### src/rtl/useq_pkg.sv
package useq_pkg;
   // Source of the next micro address, lowest to highest priority
   typedef enum logic [1:0] {
      SRC_INC = 2'd0,
      SRC_BR  = 2'd1,
      SRC_MAP = 2'd2,
      SRC_END = 2'd3
   } nxt_src_e;
endpackage

### src/rtl/useq_store.sv
module useq_store #(
   parameter int unsigned ADDR_W = 6,
   parameter int unsigned WORD_W = 18,
   parameter logic [(2**ADDR_W)*WORD_W-1:0] TABLE = '0
) (
   input  logic [ADDR_W-1:0] rd_addr,
   output logic [WORD_W-1:0] rd_word
);
   localparam int unsigned DEPTH = 2**ADDR_W;

   logic [WORD_W-1:0] rom [DEPTH];

   for (genvar g = 0; g < DEPTH; g++) begin : g_rom
      assign rom[g] = TABLE[g*WORD_W +: WORD_W];
   end

   assign rd_word = rom[rd_addr];
endmodule

### src/rtl/useq_map.sv
module useq_map #(
   parameter int unsigned OPC_W  = 4,
   parameter int unsigned ADDR_W = 6,
   parameter logic [(2**OPC_W)*ADDR_W-1:0] TABLE = '0
) (
   input  logic [OPC_W-1:0]  opcode,
   output logic [ADDR_W-1:0] start_addr
);
   localparam int unsigned N_OPC = 2**OPC_W;

   logic [ADDR_W-1:0] entry [N_OPC];

   for (genvar g = 0; g < N_OPC; g++) begin : g_ent
      assign entry[g] = TABLE[g*ADDR_W +: ADDR_W];
   end

   assign start_addr = entry[opcode];
endmodule

### src/rtl/useq_next.sv
module useq_next
   import useq_pkg::*;
#(
   parameter int unsigned ADDR_W = 6,
   parameter int unsigned N_COND = 2,
   parameter int unsigned CSEL_W = 2
) (
   input  logic              ex_valid,
   input  logic              end_f,
   input  logic              ir_load,
   input  logic [CSEL_W-1:0] csel,
   input  logic [ADDR_W-1:0] target,
   input  logic              modor,
   input  logic [N_COND-1:0] cond_in,
   input  logic              mode_flag,
   output nxt_src_e          src,
   output logic [ADDR_W-1:0] br_addr
);
   localparam int unsigned CSEL_N = 2**CSEL_W;

   logic [CSEL_N-1:0] cond_vec;
   logic              taken;

   for (genvar i = 0; i < CSEL_N; i++) begin : g_cv
      if (i == 0) begin : g_never
         assign cond_vec[i] = 1'b0;
      end else if (i == 1) begin : g_always
         assign cond_vec[i] = 1'b1;
      end else if (i - 2 < N_COND) begin : g_in
         assign cond_vec[i] = cond_in[i-2];
      end else begin : g_pad
         assign cond_vec[i] = 1'b0;
      end
   end

   assign taken = cond_vec[csel];

   if (ADDR_W > 1) begin : g_or_wide
      assign br_addr = {target[ADDR_W-1:1], target[0] | (modor & mode_flag)};
   end else begin : g_or_narrow
      assign br_addr = target | (modor & mode_flag);
   end

   always_comb begin
      src = SRC_INC;
      if (ex_valid) begin
         if (end_f)        src = SRC_END;
         else if (ir_load) src = SRC_MAP;
         else if (taken)   src = SRC_BR;
      end
   end
endmodule

### src/rtl/useq_top.sv
module useq_top
   import useq_pkg::*;
#(
   parameter int unsigned CTRL_W = 8,
   parameter int unsigned ADDR_W = 6,
   parameter int unsigned OPC_W  = 4,
   parameter int unsigned N_COND = 2,
   parameter logic [ADDR_W-1:0] FETCH_ADDR = '0,
   localparam int unsigned CSEL_W = $clog2(N_COND + 2),
   localparam int unsigned WORD_W = CTRL_W + CSEL_W + ADDR_W + 2,
   parameter logic [(2**ADDR_W)*WORD_W-1:0] STORE_INIT = '0,
   parameter logic [(2**OPC_W)*ADDR_W-1:0]  MAP_INIT   = '0
) (
   input  logic              clk,
   input  logic              rst_n,
   input  logic              ir_load,
   input  logic [OPC_W-1:0]  opcode,
   input  logic [N_COND-1:0] cond_in,
   input  logic              mode_flag,
   output logic [CTRL_W-1:0] ctrl_out,
   output logic [ADDR_W-1:0] uaddr,
   output logic              uvalid
);
   localparam int unsigned CSEL_LSB = CTRL_W;
   localparam int unsigned TGT_LSB  = CTRL_W + CSEL_W;
   localparam int unsigned MOR_BIT  = WORD_W - 2;
   localparam int unsigned END_BIT  = WORD_W - 1;

   if (ADDR_W < 2 || ADDR_W > 10) begin : g_bad_addr
      $error("useq_top: ADDR_W must lie in 2..10");
   end
   if (OPC_W < 1 || OPC_W > 8) begin : g_bad_opc
      $error("useq_top: OPC_W must lie in 1..8");
   end
   if (N_COND < 1) begin : g_bad_cond
      $error("useq_top: N_COND must be at least 1");
   end
   if (CTRL_W < 1) begin : g_bad_ctrl
      $error("useq_top: CTRL_W must be at least 1");
   end

   logic [ADDR_W-1:0] fa;        // address being prefetched
   logic [WORD_W-1:0] ex_word;   // word executing now
   logic [ADDR_W-1:0] ex_addr;
   logic              ex_valid;

   logic [WORD_W-1:0] rd_word;
   logic [ADDR_W-1:0] map_addr;
   logic [ADDR_W-1:0] br_addr;
   logic [ADDR_W-1:0] red_addr;
   nxt_src_e          src;
   logic              redirect;
   logic              ex_end;

   useq_store #(.ADDR_W(ADDR_W), .WORD_W(WORD_W), .TABLE(STORE_INIT)) u_store (
      .rd_addr (fa),
      .rd_word (rd_word)
   );

   useq_map #(.OPC_W(OPC_W), .ADDR_W(ADDR_W), .TABLE(MAP_INIT)) u_map (
      .opcode     (opcode),
      .start_addr (map_addr)
   );

   assign ex_end = ex_word[END_BIT];

   useq_next #(.ADDR_W(ADDR_W), .N_COND(N_COND), .CSEL_W(CSEL_W)) u_next (
      .ex_valid  (ex_valid),
      .end_f     (ex_end),
      .ir_load   (ir_load),
      .csel      (ex_word[CSEL_LSB +: CSEL_W]),
      .target    (ex_word[TGT_LSB +: ADDR_W]),
      .modor     (ex_word[MOR_BIT]),
      .cond_in   (cond_in),
      .mode_flag (mode_flag),
      .src       (src),
      .br_addr   (br_addr)
   );

   always_comb begin
      unique case (src)
         SRC_END: red_addr = FETCH_ADDR;
         SRC_MAP: red_addr = map_addr;
         SRC_BR:  red_addr = br_addr;
         default: red_addr = fa;
      endcase
   end

   assign redirect = (src != SRC_INC);

   always_ff @(posedge clk or negedge rst_n) begin
      if (!rst_n) begin
         fa       <= FETCH_ADDR;
         ex_word  <= '0;
         ex_addr  <= '0;
         ex_valid <= 1'b0;
      end else if (redirect) begin
         // drop the speculatively read word, restart at the new address
         fa       <= red_addr;
         ex_word  <= '0;
         ex_valid <= 1'b0;
      end else begin
         ex_word  <= rd_word;
         ex_addr  <= fa;
         ex_valid <= 1'b1;
         fa       <= fa + 1'b1;
      end
   end

   assign ctrl_out = ex_valid ? ex_word[CTRL_W-1:0] : '0;
   assign uaddr    = ex_addr;
   assign uvalid   = ex_valid;
endmodule

### config.mk
export PLATFORM = sky130hd
export DESIGN_NAME = useq_top
export DESIGN_NICKNAME = d
export VERILOG_FILES = /design/src/rtl/useq_pkg.sv /design/src/rtl/useq_store.sv /design/src/rtl/useq_map.sv /design/src/rtl/useq_next.sv /design/src/rtl/useq_top.sv
export SDC_FILE = /design/constraint.sdc
export NUM_CORES = 1
export LEC_CHECK = 0
export ABC_AREA = 0
export ABC_CLOCK_PERIOD_IN_PS = 1400
export BUFFER_PORTS_ARGS = -buffer_cell sky130_fd_sc_hd__clkbuf_2
export CAP_MARGIN = 30
export CELL_PAD_IN_SITES_DETAIL_PLACEMENT = 0
export CELL_PAD_IN_SITES_GLOBAL_PLACEMENT = 1
export CORE_UTILIZATION = 32
export CTS_CLUSTER_DIAMETER = 50
export DETAILED_ROUTE_END_ITERATION = 12
export MAX_ROUTING_LAYER = met4
export PLACE_DENSITY = 0.79
export REMOVE_ABC_BUFFERS = 1
export SLEW_MARGIN = 20
export SYNTH_ARGS = -nofsm -noshare
export SYNTH_HDL_FRONTEND = slang
export SYNTH_SLANG_ARGS = --single-unit
### constraint.sdc
create_clock -name clk -period 1.4 [get_ports clk]
set_clock_uncertainty 0.05 [all_clocks]
set_input_delay 0 -clock clk [delete_from_list [all_inputs] [get_ports clk]]
set_output_delay 0 -clock clk [all_outputs]
set_load 0.01 [all_outputs]
==> metrics.txt, run 1 <==
outcome finished, final reports clean; Seq pwr share 55.9%; Comb pwr share 17.7%; WP buf/inv 0; Post-Synth XOR/XNOR Area 4.55%; Crit Path Class reg2reg; Multi-input gate area 210 sq um; GR Overflow Total 0; Clock Power Share 26.4%; clock sink count 13; Detailed Route WL 825 microns; Tcrit/Tclk final 82.1%; CTS tree yes; Reg area 325 sq um; Post-synth EDFFs 0; post-synthesis mux area share 0%; asr flop ratio synth 100%; CTS clk-pin slew, worst paths 0.07 ns; Area contributors post-synth dfrtp_1, nand2_1, buf_4; Cell Area, Placed 622 sq um; Initial DRT Pass Iterations 3; most common cell in the netlist nand2_1; fin area 658 sq um; Worst Path Required 1.56 ns; CTS root buf clkbuf_4; vias in the first global route 363; initial antenna violation count 0; die height 44.5 microns; min-delay worst type in2async; crit path from uvalid$_DFF_PN0_; worst setup path end fa[5]$_DFF_PN0_; # rows 14; Pleak 0.356 nW; post-detail-place hpwl 606 microns; Synth Instances 58; routability cong. 0.702; die width 44.5 microns; Slowest-stage cell, CP dfrtp_1; Synthesis Warnings 0; GR Util All Layers 12.7%; Cell Int Power 612 uW; Core Box Area 1590 sq um; Max VDD drop 0.000567 V; Area Overhead vs Synth 13.9%; Final Non-Filler Cells 95; vias 377; Ant. Diodes 0; Worst Path Arrival 1.31 ns; Worst R2R End fa[5]$_DFF_PN0_; worst skew pair latency 0.28 ns; top_reg_cell synth dfrtp_1; fin nets 83; maximum clock rate 0.870 GHz; post-synth cell types 15; Commonest cells post-synth nand2_1, dfrtp_1, buf_4, nor2_1; wire length of the first global-routing pass 1.57 mm; WP depth 3; TNS Setup 0 ns; die area 1980 sq um; R2R cell count 3; crit-path leading delay family simple AND/OR/NAND/NOR gates; crit path time final 1.15 ns; layout cell share with drive strength beyond 1 23.9%; clock buffer depth 2; CP Capture Type register; Power Density 1310 nW/um^2; via/cell ratio 3.97; Avg Synthesized Cell Area 9.97 sq um; number of remaining DRC errors 0; crit-path cells and2_1 -> nor4_2 -> o21bai_2; NetSw 252 uW; Sw Ratio 29.1%; Hold Vio Cnt, Final 0; Simple-Gate Fraction of Synth Area 22.5%; FF+latch count, synth 13; slowest stage delay, CP 0.37 ns; Fill cells 161; IO Port Bufs 9; Seq/Total Area, Yosys 56.3%; initial core utilization 36.3%; Placed Cells 90; CP Launch Type register; area share of the largest cell type after synthesis 56.3%; Hold WS 0.0842 ns; I/O pin count 25; largest net degree at the start of global routing 14; clock buffer count from CTS 3; Final setup viols 0; H-tree levels 1; RSZ-0062 raised after global routing false; complex-gate fraction of the synthesized area 1.95%; Max Cap Violations 0; Antenna Nets Post-Route 0; largest family of logic cells by synthesized area simple AND/OR/NAND/NOR gates; Max Fanout on Critical Path 6; WL/cell 8.68 microns; cell taking the most area after synthesis dfrtp_1; max-slew violation count 0; R2R Path Start uvalid$_DFF_PN0_; adder-cell share of the synthesized area 2.16%; Reg2Reg Setup Slack 0.25 ns; area of the mapped netlist 578 sq um; DRT iter0 DRCs 3
==> final cells by class <==
cell class                      count  share of cell area [%]
Sequential cell                    13                    49.4
Multi-Input combinational cell     42                    31.9
Clock buffer                        4                    3.99
Timing Repair Buffer               11                    9.51
Inverter                            1                   0.570
Tap cell                           24                    4.56
==> through the flow <==
step / worst slack (ns) / utilization, % / total power, mW
2_1_floorplan: 0.243 / - / 0.583
3_3_place_gp: 0.289 / 39.0 / 0.640
3_5_place_dp: 0.244 / 39.0 / 0.645
4_1_cts: 0.228 / 41.3 / 0.877
5_1_grt: 0.192 / 41.3 / 0.926
6_report: 0.250 / 41.3 / 0.863
==> power groups by stage <==
stage / registers, mW / logic (mW) / clock network [mW]
finish: 0.483 / 0.153 / 0.228
global route: 0.493 / 0.177 / 0.256
CTS: 0.483 / 0.157 / 0.237
detailed placement: 0.491 / 0.155 / 0
global placement: 0.489 / 0.151 / 0
floorplan: 0.500 / 0.0823 / 0
==> layer usage <==
| layer | GRT usage (%) | routed length (microns) |
|---|---|---|
| met1 | 12.5 | 364 |
| met2 | 18.5 | 357 |
| met3 | 6.12 | 69 |
| met4 | 10.9 | 34 |
| met5 | - | 0 |
==> worst register-to-register path: cells and delay by family, from the launching register on <==
family	cells	cell delay, ns
AO/OA/AOI/OAI	1	0.15
flip-flops	1	0.37
AND/OR/NAND/NOR	2	0.52
==> flip-flops by register name, summed over array words and instances (netlist names) <==
signal	cells
uaddr	6
fa	6
uvalid	1
==> cell usage in the layout, fill, tap and decap left out <==
| master | synthesis | layout |
|---|---|---|
| clkbuf_2 | 0 | 9 |
| clkbuf_4 | 0 | 3 |
| o21bai_2 | 1 | 1 |
| conb_1 | 1 | 8 |
| dlygate4sd3_1 | 0 | 1 |
| dfrtp_1 | 13 | 13 |
| nand2_1 | 19 | 19 |
| buf_4 | 8 | 1 |
| nand3_2 | 1 | 1 |
| xor2_1 | 2 | 2 |
| nor2_1 | 5 | 5 |
| and2_1 | 2 | 2 |
| nand3_1 | 1 | 1 |
| inv_2 | 1 | 1 |
| ha_1 | 1 | 1 |
| nor4_2 | 1 | 1 |
| clkbuf_1 | 0 | 1 |
| xnor2_1 | 1 | 1 |
==> logic make-up (layout without fill, tap and decap cells) <==
group           after synthesis  count (layout)
fa+ha+maj                     1               1
xor+xnor                      3               3
other cells                   1               8
compound gates                1               1
flops                        13              13
buf+inv                      10              16
simple gates                 29              29
==> how the worst min path moves through the flow <==
stage	slack, ns	end	cells after the start
after detailed placement	-0.14	uaddr[5]$_DFFE_PN0N_	1
final	0.08	fa[5]$_DFF_PN0_	2
after global placement	-0.14	uaddr[5]$_DFFE_PN0N_	1
after CTS	0.09	uaddr[5]$_DFFE_PN0N_	2
after floorplan	-0.35	fa[0]$_DFF_PN0_	0
after global routing	0.10	uaddr[5]$_DFFE_PN0N_	2
==> repair_timing <==
action / in CTS / in global routing
buffers inserted: 0 / 0
hold buffers: 1 / 0
endpoints found under the hold margin: 13 / 0
gates resized for setup: 0 / 0
Note: power is estimated with default switching activity, not from simulation.
==> run 2, diff against run 1 <==
ABC_CLOCK_PERIOD_IN_PS = 1100   (was 1400)
clock period = 1.1 ns   (was 1.4 ns; I/O delays follow)
==> run 2 against run 1 <==
Compared with the run above: cell area up 6.5%; clock power up 25%; first-iteration DRC count rose to 3.3 times the previous value; largest power group unchanged; highest routed layer unchanged; critical endpoint is now fa[4]$_DFF_PN0_; critical path type unchanged; utilization increased by 2.7 points.
==> metrics.txt, run 2 (synthesis gave the netlist of run 1 again) <==
vias in the first global route 400 (+10%); I/O pin count 25 (unchanged); Reg area 325 sq um (unchanged); clock buffer depth 2 (unchanged); Fill cells 160 (-0.62%); vias 395 (+4.8%); Crit Path Class reg2reg; setup ws final 0.0623 ns (-0.188 ns); maximum clock rate 0.964 GHz (+11%); dpl ws 0.00291 ns (-0.241 ns); CTS clk-pin slew, worst paths 0.08 ns (about the same); GR Util All Layers 12.1% (-0.60 points); clock sink count 13 (unchanged); Antenna Nets Post-Route 0 (unchanged); min-delay worst type in2reg; crit path time final 1.04 ns (-0.112 ns); Core Box Area 1590 sq um (unchanged); Detailed Route WL 881 microns (+6.8%); routability cong. 0.685 (-2.4%); global-route met1 utilization 14.1% (+1.6 points); layout cell share with drive strength beyond 1 31.6% (+7.6 points); CP Capture Type register; worst setup path end fa[4]$_DFF_PN0_; Worst Path Arrival 1.15 ns (-0.16 ns); R2R Path Start fa[1]$_DFF_PN0_; max-slew violation count 0 (unchanged); Final Non-Filler Cells 100 (+5.3%); Max Cap Violations 0 (unchanged); initial antenna violation count 0 (unchanged); initial core utilization 36.3% (unchanged); CTS tree yes; GR Overflow Total 0 (unchanged); worst skew pair latency 0.27 ns (about the same); Max Fanout on Critical Path 3 (-3); die height 44.5 microns (unchanged); H-tree levels 1 (unchanged); Worst R2R End fa[4]$_DFF_PN0_; Power Density 1640 nW/um^2 (+25%); Max VDD drop 0.000742 V (+31%); fin nets 88 (+6.0%); Final setup viols 0 (unchanged); WL/cell 8.81 microns (+1.4%); M3 GR Usage 2.45% (-3.7 points); die area 1980 sq um (unchanged); most frequent cells in the layout nand2_1, dfrtp_1, clkbuf_2; outcome finished, final reports clean; wire length of the first global-routing pass 1.63 mm (+4.0%); DRT iter0 DRCs 10 (+7); Hold Vio Cnt, Final 0 (unchanged); TNS Setup 0 ns (unchanged); Reg2Reg Setup Slack 0.06 ns (-0.19 ns); Worst Path Required 1.21 ns (-0.35 ns); met2 Use GR 18.2% (-0.29 points); R2R cell count 4 (+1); CP Launch Type register; via/cell ratio 3.95 (-0.46%); crit path from fa[1]$_DFF_PN0_; Placed Cells 92 (+2.2%); Pleak 0.381 nW (+6.9%); CTS root buf clkbuf_4; clock buffer count from CTS 3 (unchanged); Multi-input gate area 215 sq um (+2.4%); largest net degree at the start of global routing 14 (unchanged); number of remaining DRC errors 0 (unchanged); Hold WS 0.0424 ns (-0.0418 ns); commonest non-fill, non-tap cell in the layout nand2_1; post-detail-place hpwl 634 microns (+4.5%); # rows 14 (unchanged); Most Used Layer, Global Route met2; RSZ-0062 raised after global routing false; Initial DRT Pass Iterations 3 (unchanged); Tcrit/Tclk final 94.3% (+12 points); Final Util 44.0% (+2.7 points); IO Port Bufs 9 (unchanged); Ant. Diodes 0 (unchanged); Area Overhead vs Synth 21.2%; die width 44.5 microns (unchanged)
==> run 2: what timing repair did <==
action                                 in CTS  in global routing
endpoints found under the hold margin      13                  0
pin swaps                                   0                  2
gates cloned                                0                  0
hold buffers                                1                  0
setup endpoints to repair                   1                  2
buffers inserted                            0                  3
gates resized for setup                     2                  1
==> run 2: stage by stage <==
step	instance area [sq um]	total power, mW
after detailed placement	637	0.833
final	701	1.15
after CTS	676	1.12
after global routing	701	1.24
after floorplan	539	0.742
after global placement	637	0.824
==> run 2: worst max-delay path, stage by stage (launching register included) <==
cell and delay (ns):
dfrtp_1 0.40, ha_2 0.19, nand3_1 0.09, xor2_1 0.15, nor2_1 0.05
==> run 2: layout make-up <==
cell class / instances / share of cell area (%)
inverters: 1 / 0.536
well taps: 24 / 4.29
clock buffers: 4 / 3.75
flip-flops and latches: 13 / 46.4
repair buffers: 16 / 14.3
multi-input cells: 42 / 30.7
==> run 2: metal layers <==
metal,up-vias,share of wire [%]
met3,2,5.3
met5,-,0
li1,196,-
met2,16,46
met4,0,1.4
met1,181,47
==> run 2: how the worst min path moves through the flow <==
| stage | from | to | slack, ns | depth (start not counted) |
|---|---|---|---|---|
| after CTS | ir_load | uvalid$_DFF_PN0_ | 0.04 | 3 |
| after global routing | ir_load | uvalid$_DFF_PN0_ | 0.05 | 3 |
| after detailed placement | rst_n | uaddr[5]$_DFFE_PN0N_ | -0.14 | 1 |
| after floorplan | rst_n | fa[0]$_DFF_PN0_ | -0.35 | 0 |
| final | ir_load | uvalid$_DFF_PN0_ | 0.04 | 3 |
| after global placement | rst_n | uaddr[5]$_DFFE_PN0N_ | -0.14 | 1 |
==> run 2: report_power, final <==
part	internal (mW)	leakage [nW]	switching, mW
Clock	0.140	0.0150	0.146
Combinational	0.127	0.195	0.125
Sequential	0.553	0.171	0.0585
Total	0.820	0.381	0.329
